`src/rtl/xlf_pkg.sv`:
```
package xlf_pkg;
    typedef enum logic [1:0] {
        ACC_READ  = 2'd0,
        ACC_WRITE = 2'd1,
        ACC_FETCH = 2'd2,
        ACC_RSVD  = 2'd3
    } acc_e;

    typedef enum logic [1:0] {
        ST_IDLE,
        ST_RD_REQ,
        ST_RD_WAIT,
        ST_REPORT
    } state_e;

    typedef enum logic [1:0] {
        OUT_BYPASS,
        OUT_SEG,
        OUT_STOR,
        OUT_WALK
    } outcome_e;

    localparam int CAUSE_W    = 5;
    localparam int CB_NOTRANS = 0;
    localparam int CB_PROT    = 1;
    localparam int CB_BADCFG  = 2;
    localparam int CB_GUARD   = 3;
    localparam int CB_STORE   = 4;
endpackage

```
`src/rtl/xlf_mode_sel.sv`:
```
module xlf_mode_sel
    import xlf_pkg::*;
#(
    parameter int PID_W  = 20,
    parameter int LPID_W = 12
) (
    input  logic [1:0]        quad,
    input  logic [1:0]        acc,
    input  logic              ir,
    input  logic              dr,
    input  logic [LPID_W-1:0] cur_lpid,
    input  logic [PID_W-1:0]  cur_pid,
    output logic              is_fetch,
    output logic              bypass,
    output logic              quad_bad,
    output logic [LPID_W-1:0] sel_lpid,
    output logic [PID_W-1:0]  sel_pid
);
    always_comb begin
        is_fetch = (acc == ACC_FETCH);
        bypass   = is_fetch ? !ir : !dr;
        quad_bad = (quad == 2'd1) || (quad == 2'd2);
        sel_lpid = cur_lpid;
        sel_pid  = (quad == 2'd0) ? cur_pid : '0;
    end
endmodule

```
`src/rtl/xlf_tbl_index.sv`:
```
module xlf_tbl_index #(
    parameter int ADDR_W   = 64,
    parameter int PID_W    = 20,
    parameter int LOG_W    = 5,
    parameter int ENT_LOG2 = 4,
    parameter int MIN_LOG2 = 12
) (
    input  logic [PID_W-1:0]  pid,
    input  logic [LOG_W-1:0]  tbl_log,
    input  logic [ADDR_W-1:0] tbl_base,
    output logic              out_of_range,
    output logic [ADDR_W-1:0] entry_addr
);
    localparam int SH_W = LOG_W + 2;
    localparam logic [SH_W-1:0] IDX_BIAS = SH_W'(MIN_LOG2 - ENT_LOG2);

    logic [SH_W-1:0] idx_bits;

    always_comb begin
        idx_bits     = SH_W'(tbl_log) + IDX_BIAS;
        out_of_range = (pid >> idx_bits) != '0;
        entry_addr   = tbl_base + (ADDR_W'(pid) << ENT_LOG2);
    end
endmodule

```
`src/rtl/xlf_fault_fmt.sv`:
```
module xlf_fault_fmt
    import xlf_pkg::*;
#(
    parameter int ADDR_W = 64
) (
    input  logic               is_seg,
    input  logic               is_fetch,
    input  logic               is_write,
    input  logic [ADDR_W-1:0]  ea,
    output logic               instr_type,
    output logic [CAUSE_W-1:0] cause,
    output logic [ADDR_W-1:0]  addr
);
    always_comb begin
        cause      = '0;
        instr_type = is_fetch;
        addr       = is_fetch ? '0 : ea;
        if (!is_seg) begin
            cause[CB_NOTRANS] = 1'b1;
            cause[CB_STORE]   = is_write && !is_fetch;
        end
    end
endmodule

```
`src/rtl/xlat_front_end.sv`:
```
module xlat_front_end
    import xlf_pkg::*;
#(
    parameter int EA_W     = 64,
    parameter int PID_W    = 20,
    parameter int LPID_W   = 12,
    parameter int LOG_W    = 5,
    parameter int CLR_BITS = 4
) (
    input  logic                clk,
    input  logic                rst_n,
    input  logic                req_valid,
    output logic                req_ready,
    input  logic [EA_W-1:0]     req_ea,
    input  logic [1:0]          req_acc,
    input  logic                req_pr,
    input  logic                req_ir,
    input  logic                req_dr,
    input  logic [LPID_W-1:0]   cfg_lpid,
    input  logic [PID_W-1:0]    cfg_pid,
    input  logic [EA_W-1:0]     cfg_tbl_base,
    input  logic [LOG_W-1:0]    cfg_tbl_log,
    output logic                busy,
    output logic                mem_req_valid,
    input  logic                mem_req_ready,
    output logic [EA_W-1:0]     mem_req_addr,
    input  logic                mem_rsp_valid,
    input  logic [63:0]         mem_rsp_data,
    output logic                res_valid,
    output logic [EA_W-1:0]     res_raddr,
    output logic [2:0]          res_perm,
    output logic                fault_valid,
    output logic                fault_seg,
    output logic                fault_instr,
    output logic [CAUSE_W-1:0]  fault_cause,
    output logic [EA_W-1:0]     fault_addr,
    output logic                walk_start,
    output logic [EA_W-1:0]     walk_ea,
    output logic [1:0]          walk_acc,
    output logic                walk_pr,
    output logic [LPID_W-1:0]   walk_lpid,
    output logic [PID_W-1:0]    walk_pid,
    output logic [EA_W-1:0]     walk_root_base,
    output logic [4:0]          walk_root_size,
    output logic [5:0]          walk_as_size
);
    localparam logic [EA_W-1:0] KEEP_MASK = {EA_W{1'b1}} >> CLR_BITS;
    localparam logic [5:0]      AS_BIAS   = 6'd31;

    state_e   state_q, state_d;
    outcome_e outcome_q, outcome_d;

    logic [EA_W-1:0]   ea_q, addr_q;
    logic [1:0]        acc_q;
    logic              pr_q;
    logic [LPID_W-1:0] lpid_q;
    logic [PID_W-1:0]  pid_q;
    logic [1:0]        tsz_hi_q;
    logic [51:0]       root_q;
    logic [2:0]        tsz_lo_q;
    logic [4:0]        rsz_q;

    logic              is_fetch, bypass, quad_bad, oor;
    logic [LPID_W-1:0] sel_lpid;
    logic [PID_W-1:0]  sel_pid;
    logic [EA_W-1:0]   entry_addr;
    logic              accept;

    xlf_mode_sel #(.PID_W(PID_W), .LPID_W(LPID_W)) u_mode (
        .quad     (req_ea[EA_W-1 -: 2]),
        .acc      (req_acc),
        .ir       (req_ir),
        .dr       (req_dr),
        .cur_lpid (cfg_lpid),
        .cur_pid  (cfg_pid),
        .is_fetch (is_fetch),
        .bypass   (bypass),
        .quad_bad (quad_bad),
        .sel_lpid (sel_lpid),
        .sel_pid  (sel_pid)
    );

    xlf_tbl_index #(.ADDR_W(EA_W), .PID_W(PID_W), .LOG_W(LOG_W)) u_index (
        .pid          (sel_pid),
        .tbl_log      (cfg_tbl_log),
        .tbl_base     (cfg_tbl_base),
        .out_of_range (oor),
        .entry_addr   (entry_addr)
    );

    assign accept = (state_q == ST_IDLE) && req_valid;

    // Outcome chosen in the accept cycle: bypass wins, then quadrant, then bound.
    always_comb begin
        if (bypass)        outcome_d = OUT_BYPASS;
        else if (quad_bad) outcome_d = OUT_SEG;
        else if (oor)      outcome_d = OUT_STOR;
        else               outcome_d = OUT_WALK;
    end

    always_comb begin
        state_d = state_q;
        unique case (state_q)
            ST_IDLE:    if (req_valid)
                            state_d = (outcome_d == OUT_WALK) ? ST_RD_REQ : ST_REPORT;
            ST_RD_REQ:  if (mem_req_ready) state_d = ST_RD_WAIT;
            ST_RD_WAIT: if (mem_rsp_valid) state_d = ST_REPORT;
            ST_REPORT:  state_d = ST_IDLE;
        endcase
    end

    always_ff @(posedge clk or negedge rst_n) begin
        if (!rst_n) state_q <= ST_IDLE;
        else        state_q <= state_d;
    end

    always_ff @(posedge clk or negedge rst_n) begin
        if (!rst_n) begin
            outcome_q <= OUT_BYPASS;
            ea_q      <= '0;
            addr_q    <= '0;
            acc_q     <= '0;
            pr_q      <= 1'b0;
            lpid_q    <= '0;
            pid_q     <= '0;
            tsz_hi_q  <= '0;
            root_q    <= '0;
            tsz_lo_q  <= '0;
            rsz_q     <= '0;
        end else begin
            if (accept) begin
                outcome_q <= outcome_d;
                ea_q      <= req_ea;
                addr_q    <= entry_addr;
                acc_q     <= req_acc;
                pr_q      <= req_pr;
                lpid_q    <= sel_lpid;
                pid_q     <= sel_pid;
            end
            if (state_q == ST_RD_WAIT && mem_rsp_valid) begin
                tsz_hi_q <= mem_rsp_data[62:61];
                root_q   <= mem_rsp_data[59:8];
                tsz_lo_q <= mem_rsp_data[7:5];
                rsz_q    <= mem_rsp_data[4:0];
            end
        end
    end

    logic f_instr;
    logic [CAUSE_W-1:0] f_cause;
    logic [EA_W-1:0]    f_addr;

    xlf_fault_fmt #(.ADDR_W(EA_W)) u_fault (
        .is_seg     (outcome_q == OUT_SEG),
        .is_fetch   (acc_q == ACC_FETCH),
        .is_write   (acc_q == ACC_WRITE),
        .ea         (ea_q),
        .instr_type (f_instr),
        .cause      (f_cause),
        .addr       (f_addr)
    );

    always_comb begin
        req_ready      = (state_q == ST_IDLE);
        busy           = (state_q != ST_IDLE);
        mem_req_valid  = (state_q == ST_RD_REQ);
        mem_req_addr   = addr_q;
        res_valid      = (state_q == ST_REPORT) && (outcome_q == OUT_BYPASS);
        res_raddr      = ea_q & KEEP_MASK;
        res_perm       = 3'b111;
        fault_valid    = (state_q == ST_REPORT) &&
                         (outcome_q == OUT_SEG || outcome_q == OUT_STOR);
        fault_seg      = (outcome_q == OUT_SEG);
        fault_instr    = f_instr;
        fault_cause    = f_cause;
        fault_addr     = f_addr;
        walk_start     = (state_q == ST_REPORT) && (outcome_q == OUT_WALK);
        walk_ea        = ea_q;
        walk_acc       = acc_q;
        walk_pr        = pr_q;
        walk_lpid      = lpid_q;
        walk_pid       = pid_q;
        walk_root_base = EA_W'({root_q, 8'b0});
        walk_root_size = rsz_q;
        walk_as_size   = {1'b0, tsz_hi_q, tsz_lo_q} + AS_BIAS;
    end

    AST_ONE_OUTCOME: assert property (@(posedge clk) disable iff (!rst_n)
        $onehot0({res_valid, fault_valid, walk_start}));
    AST_BUSY_AFTER_ACCEPT: assert property (@(posedge clk) disable iff (!rst_n)
        (req_valid && req_ready) |=> busy);
    AST_BYPASS_FORM: assert property (@(posedge clk) disable iff (!rst_n)
        res_valid |-> (res_raddr[EA_W-1 -: CLR_BITS] == '0 && res_perm == 3'b111));
    AST_MEM_HOLD: assert property (@(posedge clk) disable iff (!rst_n)
        (mem_req_valid && !mem_req_ready) |=> (mem_req_valid && $stable(mem_req_addr)));
    AST_SEG_DATA_QUAD: assert property (@(posedge clk) disable iff (!rst_n)
        (fault_valid && fault_seg && !fault_instr) |-> (fault_addr[EA_W-1] ^ fault_addr[EA_W-2]));
    AST_FETCH_NO_STORE: assert property (@(posedge clk) disable iff (!rst_n)
        (fault_valid && fault_instr) |-> (!fault_cause[CB_STORE] && fault_addr == '0));
    AST_WALK_AFTER_RSP: assert property (@(posedge clk) disable iff (!rst_n)
        walk_start |-> $past(mem_rsp_valid));
endmodule

```
`config.mk`:
```
export PLATFORM = sky130hd
export DESIGN_NAME = xlat_front_end
export DESIGN_NICKNAME = d
export VERILOG_FILES = /design/src/rtl/xlf_pkg.sv /design/src/rtl/xlf_mode_sel.sv /design/src/rtl/xlf_tbl_index.sv /design/src/rtl/xlf_fault_fmt.sv /design/src/rtl/xlat_front_end.sv
export SDC_FILE = /design/constraint.sdc
export NUM_CORES = 1
export LEC_CHECK = 0
export ABC_AREA = 1
export CORE_AREA = 2 2 239 241
export DETAILED_ROUTE_END_ITERATION = 7
export DIE_AREA = 0 0 241 243
export DONT_BUFFER_PORTS = 1
export GPL_TIMING_DRIVEN = 0
export PLACE_DENSITY = 0.45
export REMOVE_ABC_BUFFERS = 1
export SYNTH_ARGS = -nofsm -noshare
export SYNTH_HDL_FRONTEND = slang
export SYNTH_SLANG_ARGS = --single-unit
```
`constraint.sdc`:
```
create_clock -name clk -period 1.8 [get_ports clk]
set_input_delay 0.45 -clock clk [delete_from_list [all_inputs] [get_ports clk]]
set_output_delay 0.45 -clock clk [all_outputs]
set_load 0.1 [all_outputs]
```
# ---- Yosys cells after proc, flatten, opt, wreduce, memory -nomap -nowiden
# Index checks and enable logic that the tools add are counted.
dict set report totals {
  register_bits 229
  inputBits 239
  out_inout_bits 382
  wordCells 61
}
dict set report op_classes {
  n_addsub 3
  eq_ne 15
  n_shift 1
  muxes 13
  reduce_logical 17
}
# op count
set ops {}
lappend ops {{$add 64x24->64} 1}
lappend ops {{$mux 64} 1}
lappend ops {{$mux 20} 1}
lappend ops {{$reduce_bool 20->1} 1}
lappend ops {{$shr 20x7->20} 1}
lappend ops {{$eq 2x2->1 const B} 8}
lappend ops {{$mux 2} 6}
lappend ops {{$eq 2x1->1 const B} 4}
lappend ops {{$pmux 2 s4} 1}
lappend ops {{$add 5x4->6 const B} 1}
lappend ops {{$add 5x5->6 const B} 1}
lappend ops {{$logic_and 1x1->1} 6}
lappend ops {{$logic_not 2->1} 3}
lappend ops {{$mux 1} 4}
lappend ops {{$ne 2x2->1 const B} 2}
lappend ops {{$logic_not 1->1} 3}
lappend ops {{$reduce_and 3->1} 1}
lappend ops {{$logic_or 1x1->1} 2}
lappend ops {{$ne 2x1->1 const B} 1}
lappend ops {{$reduce_bool 2->1} 1}

# ---- Longest topological paths before layout
dict set report depth {
  depth_word 11
  ltp_mapped 23
  ltp_nobuf 20
}

# ---- Modules after synthesis
# Synthesis repeated with hierarchy kept, for this count alone.
dict set report hier_totals {
  hier_cells 1981
  hier_area_um2 13870.8
}
# module instances cells_per_inst area_each_um2
set modules_own_cells {}
lappend modules_own_cells {xlat_front_end 1 1099 9643.0}
lappend modules_own_cells {xlf_tbl_index 1 674 3315.7}
lappend modules_own_cells {xlf_fault_fmt 1 143 598.1}
lappend modules_own_cells {xlf_mode_sel 1 65 314.1}

# ---- Worst setup path after synthesis
# OpenSTA, ideal clock, no wires.
dict set report synth_path {
  kind {register to output}
  start {reg acc_q[0], in the netlist walk_acc[0]}
  end {out fault_addr[54]}
  t_arrival_ns 3.189
  setup_slack_ns -1.839
  stages_incl_launch_ff 4
  path_cell_list {dfrtp_1 > nor2_1 > clkbuf_1 > nor2_1}
}
dict set report synth_between {
  elab_chain_len 2
}
# element line
set synth_lines {}
lappend synth_lines {{start: declaration} xlat_front_end.sv:54} ;# logic [1:0] acc_q;
lappend synth_lines {{start signal: assignment} xlat_front_end.sv:135} ;# acc_q <= req_acc;
lappend synth_lines {{$eq 2x2->1} xlat_front_end.sv:155} ;# .is_fetch (acc_q == ACC_FETCH),
lappend synth_lines {{net fault_instr} xlat_front_end.sv:34} ;# output logic fault_instr,
lappend synth_lines {{$mux 64} xlf_fault_fmt.sv:17} ;# addr = is_fetch ? '0 : ea;
lappend synth_lines {{end: declaration} xlat_front_end.sv:36} ;# output logic [EA_W-1:0] fault_addr,
# The timed path passes the listed nets, and every way through them passes these cells.

# ---- Final worst setup path
dict set report layout_path {
  start {reg tsz_lo_q[0]}
  end {out walk_as_size[2]}
}
dict set report layout_between {
  elab_chain_len 1
}
# element line
set layout_lines {}
lappend layout_lines {{start: declaration} xlat_front_end.sv:60} ;# logic [2:0] tsz_lo_q;
lappend layout_lines {{start signal: assignment} xlat_front_end.sv:143} ;# tsz_lo_q <= mem_rsp_data[7:5];
lappend layout_lines {{$add 5x5->6} xlat_front_end.sv:185} ;# walk_as_size = {1'b0, tsz_hi_q, tsz_lo_q} + AS_BIAS;
lappend layout_lines {{end: declaration} xlat_front_end.sv:45} ;# output logic [5:0] walk_as_size
# No other way between the ends.

==> run summary <==
Root Buffer: clkbuf_16
largest net degree at the start of global routing: 230
measured slew at the worst slew-check pin: 1.22 ns
Routed WL: 80,200 um
DR WL/cell: 29.2 um
cells along the critical path: clkinvlp_4 -> ha_4 -> buf_6 -> xor2_4
critical path class: flop to output pin
synthesized area: 13,000 um^2
final standard cell area without fillers: 23,800 um^2
Ports: 621
Detail Route Antenna Nets: 0
Hold/Removal Path Class: input pin to asynchronous set/reset pin
Seq/Total Area, Yosys: 0.440
status: complete, but fails checks
total number of vias: 13,200
slew margin rel.: 0.184
Post-synth EDFFs: 0
layout cells sized above 1: 0.601
startpoint types: flop
# placed instances: 2,371
vias in the first global route: 13,500
yosys warns: 0
total congestion overflow: 0
worst slack at placement: -2.44 ns
CP max FO: 5
cell count after synthesis: 1,673
Tcrit/Tclk final: 1.66
Top FF cell, synth: dfrtp_1
Area contributors post-synth: dfrtp_1, nand2_1, inv_1, mux2_2, buf_4
Placer Congestion: 0.997
DIE WIDTH: 241 um
Crit path required time: 1.35 ns
Post-DP HPWL: 48,100 um
Setup WS post-layout: -1.18 ns
initial drt markers: 591
clock skew: 0.0253 ns
Final Max Tran Viols: 0
RSZ-0062 raised after global routing: yes
Clk Latency, worst-skew pair: 0.59 ns
failing checks: hold timing, setup timing
DRT Pass-1 Iters: 5
nets@finish: 2,225
Max-Cap Viols: 0
Clock Tree Buf Depth: 3
initial core utilization: 0.233
global-route wire length before repair: 105,000 um
Post-synth ARST share: 1.00
Fmax achieved: 335 MHz
Port Buffers: 0
Inserted Clock Buffers: 29
Hold WS: -0.448 ns
Final min period: 2.98 ns
crit path max-delay cell type: xor2_4
initial antenna violation count: 8
most frequent cells in the layout: nand2_1, inv_1, dfrtp_2, nand2_2, nand2_4
Total Routing Usage GR: 0.254
DP Area: 14,700 um^2
number of vias per cell: 4.80
cell row count: 87
count of final hold-check violations: 229
H-tree levels: 1
overall die height: 243 um
synth unique cells: 48
CP bufs+invs: 2
CP arrival: 2.53 ns
Worst setup EP type: output pin
CTS sink cnt: 229
non-filler cells in the finished layout: 2,742
average size of a mapped cell: 7.78 um^2
CP max stage delay: 0.59 ns
Residual DRC: 0
TritonCTS clock tree: built
CP top delay family: buffers and inverters
# setup viols final: 310
#FFs+latches synth: 229
die footprint: 58,600 um^2
cell taking the most area after synthesis: dfrtp_1
Area Overhead vs Synth: 82.7%
area of the core: 56,000 um^2
top-area cell type share of the netlist area: 0.440
commonest non-fill, non-tap cell in the layout: nand2_1
clock slew at reported path FFs: 0.07 ns
==> cells in the mapped netlist (2+ instances only) <==
| cell type | count |
|---|---|
| ha_1 | 24 |
| a21o_1 | 5 |
| nand3b_1 | 9 |
| nor2_1 | 134 |
| buf_2 | 5 |
| buf_4 | 82 |
| inv_1 | 201 |
| o21ai_0 | 115 |
| nor2_4 | 3 |
| nand2_1 | 516 |
| conb_1 | 2 |
| nand3_2 | 7 |
| a31oi_1 | 4 |
| nor4_1 | 6 |
| nand3_4 | 5 |
| xnor2_1 | 11 |
| nand3_1 | 84 |
| clkbuf_1 | 40 |
| a21oi_1 | 22 |
| and3_1 | 2 |
| mux2_2 | 58 |
| nor3_2 | 4 |
| xor2_1 | 11 |
| o21ai_1 | 6 |
| or3_1 | 4 |
| nor3_1 | 14 |
| nand4_1 | 22 |
| nand2_2 | 11 |
| dfrtp_1 | 229 |
| nor2_2 | 4 |
| buf_1 | 6 |
| nand2_4 | 7 |
| inv_2 | 5 |
==> registers in the layout, indices dropped and copies added (netlist names) <==
name / cells
tsz_hi_q: 2
outcome_q: 2
mem_req_addr: 64
walk_lpid: 12
state_q: 2
walk_pid: 20
tsz_lo_q: 3
root_q: 52
walk_ea: 64
walk_pr: 1
walk_acc: 2
walk_root_size: 5
==> repair_timing <==
| action | CTS | global route |
|---|---|---|
| hold endpoints to repair | 344 | 232 |
| endpoints found under the setup margin | 558 | 509 |
| resized for setup | 810 | 553 |
| cloned | 49 | 7 |
| pin swaps | 134 | 160 |
| hold buffers | 115 | 3 |
| setup buffers | 107 | 57 |
==> final timing paths <==
path,start,endpoint,slack (ns),cells after the start
max,tsz_lo_q[0],walk_as_size[2],-1.18,4
min,rst_n,mem_req_addr[18],-0.45,0
max reg2reg,state_q[0],state_q[1],-0.55,8
min reg2reg,tsz_hi_q[1],tsz_hi_q[1],0.61,2
max in group asynchronous,rst_n,walk_ea[54],1.66,0
min in group clk,cfg_pid[4],walk_pid[4],0.03,2
==> area by class of cell <==
| class | instances | area (um^2) |
|---|---|---|
| Antenna cell | 3 | 7.51 |
| Timing Repair Buffer | 355 | 5030 |
| Sequential cell | 229 | 6190 |
| Clock buffer | 38 | 779 |
| Clock inverter | 15 | 224 |
| Timing Repair inverter | 11 | 229 |
| Fill cell | 5151 | 32200 |
| Multi-Input combinational cell | 1129 | 9480 |
| Tap cell | 756 | 946 |
| Inverter | 206 | 890 |
==> cells by family (layout without fill, tap and decap cells) <==
| group | Yosys count | count (layout) | share of synthesized area |
|---|---|---|---|
| xor gates and xnor gates | 22 | 22 | 0.0148 |
| buffers and inverters | 341 | 625 | 0.124 |
| muxes | 58 | 58 | 0.0502 |
| DFF | 229 | 229 | 0.440 |
| AOI/OAI and AO/OA | 158 | 158 | 0.0637 |
| other | 2 | 25 | 0.000577 |
| and+or+nand+nor | 838 | 844 | 0.281 |
| adders and majority gates | 25 | 25 | 0.0246 |
==> metal layers <==
metal,track usage,up-vias,part of all wire
met1,0.270,6583,0.35
met4,0.114,10,0.059
met5,0.00168,-,0.00091
met2,0.455,599,0.50
li1,-,5801,-
met3,0.0806,164,0.091
==> through the flow <==
step | TNS, ns | utilization
global route | -124.03 | 0.425
global placement | -1956.04 | 0.236
CTS | -148.73 | 0.387
floorplan | -1100.06 | -
finish | -107.30 | 0.425
detailed placement | -403.14 | 0.263
Power is left out: the tool's default activity adds up to more than one toggle a clock period on the data nets, which glitch-free logic cannot reach.
